===== config.mk =====
export PLATFORM = sky130hd
export DESIGN_NAME = rsc_timing_ctrl
export DESIGN_NICKNAME = d
export VERILOG_FILES = /design/src/rtl/rsc_pkg.sv /design/src/rtl/rsc_phase_acc.sv /design/src/rtl/rsc_split.sv /design/src/rtl/rsc_input_track.sv /design/src/rtl/rsc_timing_ctrl.sv
export SDC_FILE = /design/constraint.sdc
export NUM_CORES = 1
export LEC_CHECK = 0
export ABC_AREA = 1
export CORE_MARGIN = 2
export CORE_UTILIZATION = 55
export DETAILED_ROUTE_END_ITERATION = 8
export GPL_TIMING_DRIVEN = 0
export PLACE_DENSITY = 0.76
export SETUP_SLACK_MARGIN = 0.2
export SYNTH_ARGS = -nofsm -noshare
export SYNTH_HDL_FRONTEND = slang
export SYNTH_HIERARCHICAL = 1
export SYNTH_SLANG_ARGS = --single-unit

===== constraint.sdc =====
create_clock -name clk -period 8.4 [get_ports clk]
set_clock_uncertainty 0.15 [all_clocks]
set_input_delay 1.68 -clock clk [delete_from_list [all_inputs] [get_ports clk]]
set_output_delay 1.68 -clock clk [all_outputs]
set_load 0.02 [all_outputs]

===== src/rtl/rsc_pkg.sv =====
package rsc_pkg;

  // Action chosen by the sequencer for one enabled cycle
  typedef enum logic [1:0] {
    ACT_NONE    = 2'd0,
    ACT_WRITE   = 2'd1,
    ACT_COMPUTE = 2'd2
  } act_e;

endpackage


===== src/rtl/rsc_phase_acc.sv =====
// Output position on the coefficient grid, with period rebasing.
module rsc_phase_acc #(
  parameter int TIME_W = 70,
  parameter int FRAC_W = 48,
  parameter int CNT_W  = 10,
  localparam int INT_W = TIME_W - FRAC_W
) (
  input  logic              clk,
  input  logic              rst,
  input  logic              clr,
  input  logic              adv,
  input  logic [TIME_W-1:0] step,
  input  logic [CNT_W-1:0]  period_len,
  output logic [TIME_W-1:0] pos,
  output logic              rebase,
  output logic [INT_W-1:0]  rebase_grid
);

  localparam logic [TIME_W-1:0] HALF = TIME_W'(1) << (FRAC_W - 1);

  logic [TIME_W-1:0] pos_q;
  logic [TIME_W-1:0] pos_next;
  logic [TIME_W-1:0] pos_round;
  logic [CNT_W-1:0]  cnt_q;
  logic [CNT_W-1:0]  cnt_next;
  logic              period_hit;

  assign pos_next   = pos_q + step;
  assign cnt_next   = cnt_q + CNT_W'(1);
  assign period_hit = (period_len != '0) && (cnt_next == period_len);
  assign pos_round  = pos_next + HALF;

  assign rebase      = adv && period_hit;
  assign rebase_grid = pos_round[TIME_W-1:FRAC_W];
  assign pos         = pos_q;

  always_ff @(posedge clk) begin
    if (rst || clr) begin
      pos_q <= '0;
      cnt_q <= '0;
    end else if (adv) begin
      if (period_hit) begin
        pos_q <= '0;
        cnt_q <= '0;
      end else begin
        pos_q <= pos_next;
        cnt_q <= cnt_next;
      end
    end
  end

endmodule


===== src/rtl/rsc_split.sv =====
// Splits the grid position into branch, base tap and weight for the chosen M.
module rsc_split #(
  parameter int TIME_W    = 70,
  parameter int FRAC_W    = 48,
  parameter int A_W       = 16,
  parameter int MAX_LOG2M = 3,
  parameter int KB_W      = 16,
  localparam int INT_W = TIME_W - FRAC_W,
  localparam int SEL_W = $clog2(MAX_LOG2M + 1),
  localparam int BR_W  = (MAX_LOG2M < 1) ? 1 : MAX_LOG2M
) (
  input  logic [TIME_W-1:0] pos,
  input  logic [SEL_W-1:0]  osr_sel,
  input  logic [INT_W-1:0]  rebase_grid,
  output logic [BR_W-1:0]   branch,
  output logic [KB_W-1:0]   kbase,
  output logic [A_W-1:0]    frac,
  output logic [INT_W-1:0]  rebase_inputs
);

  logic [INT_W-1:0] kp;
  logic [BR_W-1:0]  br_opt [MAX_LOG2M+1];
  logic [KB_W-1:0]  kb_opt [MAX_LOG2M+1];
  logic [INT_W-1:0] rb_opt [MAX_LOG2M+1];
  logic [SEL_W-1:0] sel_c;
  logic             unused_low_bits;

  assign kp              = pos[TIME_W-1:FRAC_W];
  assign frac            = pos[FRAC_W-1 -: A_W];
  assign unused_low_bits = ^pos[FRAC_W-A_W-1:0];

  // One fixed slicing per supported oversampling factor
  for (genvar g = 0; g <= MAX_LOG2M; g++) begin : g_opt
    localparam logic [INT_W-1:0] MASK = INT_W'((64'd1 << g) - 64'd1);
    assign br_opt[g] = BR_W'(kp & MASK);
    assign kb_opt[g] = KB_W'(kp >> g);
    assign rb_opt[g] = rebase_grid >> g;
  end

  always_comb begin
    if (int'(osr_sel) > MAX_LOG2M) sel_c = SEL_W'(MAX_LOG2M);
    else                           sel_c = osr_sel;
  end

  assign branch        = br_opt[sel_c];
  assign kbase         = kb_opt[sel_c];
  assign rebase_inputs = rb_opt[sel_c];

endmodule


===== src/rtl/rsc_input_track.sv =====
// Signed count of input samples written relative to the current period base.
module rsc_input_track #(
  parameter int KB_W  = 16,
  parameter int INT_W = 22,
  localparam int NW_W = KB_W + 2
) (
  input  logic             clk,
  input  logic             rst,
  input  logic             clr,
  input  logic             wr,
  input  logic             rebase,
  input  logic [INT_W-1:0] rebase_inputs,
  input  logic [KB_W-1:0]  kbase,
  output logic             need_write
);

  logic signed [NW_W-1:0] written_q;
  logic signed [NW_W-1:0] kbase_s;
  logic signed [NW_W-1:0] sub_s;

  assign kbase_s    = $signed({2'b00, kbase});
  assign sub_s      = $signed(NW_W'(rebase_inputs));
  assign need_write = (written_q <= kbase_s);

  always_ff @(posedge clk) begin
    if (rst || clr) begin
      written_q <= '0;
    end else if (wr) begin
      written_q <= written_q + NW_W'(1);
    end else if (rebase) begin
      written_q <= written_q - sub_s;
    end
  end

endmodule


===== src/rtl/rsc_timing_ctrl.sv =====
// Top: one strobe per enabled cycle, registered index outputs.
module rsc_timing_ctrl #(
  parameter int TIME_W    = 70,
  parameter int FRAC_W    = 48,
  parameter int A_W       = 16,
  parameter int MAX_LOG2M = 3,
  parameter int KB_W      = 16,
  parameter int CNT_W     = 10,
  localparam int INT_W = TIME_W - FRAC_W,
  localparam int SEL_W = $clog2(MAX_LOG2M + 1),
  localparam int BR_W  = (MAX_LOG2M < 1) ? 1 : MAX_LOG2M
) (
  input  logic              clk,
  input  logic              rst,
  input  logic              run,
  input  logic [SEL_W-1:0]  osr_sel,
  input  logic [TIME_W-1:0] step,
  input  logic [CNT_W-1:0]  period_len,
  output logic              wr_stb,
  output logic              cmp_stb,
  output logic [BR_W-1:0]   branch_idx,
  output logic [KB_W-1:0]   tap_base,
  output logic [A_W-1:0]    frac_out
);

  import rsc_pkg::*;

  act_e              act;
  logic              clr;
  logic              do_wr;
  logic              do_cmp;
  logic              need_write;
  logic [TIME_W-1:0] pos;
  logic              rebase;
  logic [INT_W-1:0]  rebase_grid;
  logic [INT_W-1:0]  rebase_inputs;
  logic [BR_W-1:0]   branch_c;
  logic [KB_W-1:0]   kbase_c;
  logic [A_W-1:0]    frac_c;

  assign clr = !run;

  always_comb begin
    act = ACT_NONE;
    if (run) act = need_write ? ACT_WRITE : ACT_COMPUTE;
  end

  assign do_wr  = (act == ACT_WRITE);
  assign do_cmp = (act == ACT_COMPUTE);

  rsc_phase_acc #(
    .TIME_W(TIME_W), .FRAC_W(FRAC_W), .CNT_W(CNT_W)
  ) u_acc (
    .clk(clk), .rst(rst), .clr(clr), .adv(do_cmp),
    .step(step), .period_len(period_len),
    .pos(pos), .rebase(rebase), .rebase_grid(rebase_grid)
  );

  rsc_split #(
    .TIME_W(TIME_W), .FRAC_W(FRAC_W), .A_W(A_W),
    .MAX_LOG2M(MAX_LOG2M), .KB_W(KB_W)
  ) u_split (
    .pos(pos), .osr_sel(osr_sel), .rebase_grid(rebase_grid),
    .branch(branch_c), .kbase(kbase_c), .frac(frac_c),
    .rebase_inputs(rebase_inputs)
  );

  rsc_input_track #(
    .KB_W(KB_W), .INT_W(INT_W)
  ) u_track (
    .clk(clk), .rst(rst), .clr(clr), .wr(do_wr),
    .rebase(rebase), .rebase_inputs(rebase_inputs),
    .kbase(kbase_c), .need_write(need_write)
  );

  always_ff @(posedge clk) begin
    if (rst) begin
      wr_stb     <= 1'b0;
      cmp_stb    <= 1'b0;
      branch_idx <= '0;
      tap_base   <= '0;
      frac_out   <= '0;
    end else begin
      wr_stb  <= do_wr;
      cmp_stb <= do_cmp;
      if (do_cmp) begin
        branch_idx <= branch_c;
        tap_base   <= kbase_c;
        frac_out   <= frac_c;
      end
    end
  end

endmodule


==> results.md <==
- Layout cells sized above 1: 0.101
- Worst-margin pin slew: about 0.8 ns
- Clock power frac: 0.280
- Clk buf depth: 2
- DRT Pass-1 Iters: 6
- Min Hold Slack: approximately 0.32 ns
- Tcrit/Tclk final: 0.865
- Die Ht: 172 um
- Max cap viols: 0
- Clock Latency Late Sink: between 0.4 and 0.5 ns
- Post-CTS sizing: 0
- HP Class: flip-flop to flip-flop
- Routed wire length: ~52 mm
- Critical path endpoint category: flip-flop
- Die area: approximately 30000 um^2
- Syn Area/Cell: between 5 and 6 um^2
- NumNets Final: just over 3000
- Initial DRC count: 1644
- Die X: 172 um
- Final worst slack: ~1.1 ns
- Initial Utilization: 0.558
- Post-DP HPWL: ~44 mm
- Cts bufs inserted: 17
- Logic gate share of total power: 0.459
- IO Pins: roughly 120
- Req. time, crit path: approximately 8.6 ns
- Util after Layout: 0.639
- Mapped Cells: approximately 2700
- Via count: around 17000
- Peak Freq: ~0.14 GHz
- Port bufs: 118
- Critical path class: input port to flip-flop
- Slowest-stage cell, CP: clkdlybuf4s50_1
- Netlist Area Pre-Place: 15500 um^2
- Drt wl/cell: between 15 and 20 um
- RSZ-0062 raised after global routing: false
- Fin crit period: a little over 7 ns
- Setup TNS: 0 ns
- Core ar.: between 20000 and 30000 um^2
- Area grow syn2layout: 14.7%
- Final Hold Fails: 0
- Tot Pwr: approximately 2900 uW
- CTS hold repair buffers: 0
- GR Overflow Total: 0
- Total GRT Usage: 0.356
- Maximum VDD drop: 0.114 mV
- Via/cell ratio: approximately 5.3
- First-pass GRT wire length: between 80 and 90 mm
- Run status: complete, no violations
- Final RePlAce weighted congestion: approximately 1.0
- PwrDens: ~160 nW/um^2
- DR DRC count: 0
- Setup Slack @ Placement: between 0.8 and 0.9 ns
- CP max FO: 5
- CTS Sinks: ~130
- Internal cell power: around 1700 uW
- Leakage power: ~0.009 uW
- Post-Syn Nets: 2908
- Max-slew violation count: 0
- Largest net degree at the start of global routing: 17
- Crit-path most repeated cell: nand2_1
- Final ANT Viol Nets: 0
- Critical Path Max Stage Delay: approximately 0.46 ns
- Final setup fails: 0
- Std cell rows: about 60
- Setup bufs post-CTS: 0
- Number of diodes: 0
- Yosys Warn Count: 6
- H-tree levels: 4
- Arr. time, crit path: around 7.5 ns
- CP Launch Type: input port
- Psw: 1250 uW
- Seq pwr share: 0.262
- Vias in the first global route: around 15000
- CTS clk-pin slew, worst paths: roughly 0.060 ns
- Sw Share: 0.430
- Initial antenna violation count: 0
- Relative slew margins: 0.459
- Root Driver: clkbuf_16
- CTS tree: built
==> critical path: cells and delay by family <==
family,cells,cell delay (ns)
XOR/XNOR,2,0.24
AO/OA/AOI/OAI,4,0.58
buffers and inverters,7,0.87
AND/OR/NAND/NOR,23,2.75
adder cells (fa/ha/maj),4,1.29
==> registers in the layout, indices dropped and copies added (netlist names) <==
register	flops
u_acc/pos	69
u_track/written_q	18
frac_out	16
tap_base	16
u_acc/cnt_q	10
branch_idx	3
cmp_stb	1
wr_stb	1
==> routing by layer <==
layer  vias up  global-route usage  routed length (um)  part of all wire
met5         -                   0                   0                 0
met1      7830               0.506               24200              0.46
met3        72              0.0571                4640             0.089
met4         0              0.0873                1030             0.020
li1       8658                   -                   -                 -
met2       758               0.562               22400              0.43
==> worst paths after layout <==
path	start	to	slack [ns]	cells past startpoint
min reg2reg	u_acc/cnt_q[6]	u_acc/cnt_q[6]	0.32	2
max	step[0]	u_track/written_q[13]	1.13	40
max reg2reg	u_acc/pos[0]	u_track/written_q[13]	2.49	39
min	u_acc/cnt_q[6]	u_acc/cnt_q[6]	0.32	2
==> cell usage in the layout, fill, tap and decap left out, drive strengths merged <==
cell and n:
fa 2, nand4 16, nand2 991, o211ai 1, buf 54, clkinvlp 3, clkinv 3, clkdlybuf4s50 118
bufinv 3, and3 5, nand3 210, nor3b 2, nor3 20, xnor2 13, a31o 1, a31oi 9
nor2 323, ha 105, o22ai 4, o21bai 11, a21boi 3, a21o 2, a21oi 184, dfxtp 134
inv 476, and2 4, nand3b 4, o21a 1, o21ai 52, xor2 59, or2 5, o31ai 1
a211oi 3, xnor3 1, clkbuf 39, nor4 3
==> stage by stage <==
step                cell area (um^2)  std cells
floorplan                      15500       2716
detailed placement             17100       3212
global placement               17100       3212
CTS                            17800       3243
finish                         17800       3243
global route                   17800       3243
==> area by class of cell <==
type,instances,area [um^2]
Clock buffer,17,425
Clock inverter,14,190
Fill cell,2819,10000
Tap cell,378,473
Buffer,76,509
Sequential cell,134,2680
Timing Repair Buffer,118,1180
Inverter,471,1780
Multi-Input combinational cell,2035,10500
==> power groups by stage <==
| stage | Clock (uW) | Sequential, uW | Combinational (uW) |
|---|---|---|---|
| floorplan | 0 | 803 | 865 |
| global placement | 0 | 768 | 1270 |
| detailed placement | 0 | 771 | 1300 |
| CTS | 819 | 757 | 1310 |
| global route | 840 | 765 | 1460 |
| finish | 810 | 758 | 1330 |
No activity file was read; power rests on OpenSTA's default activity.
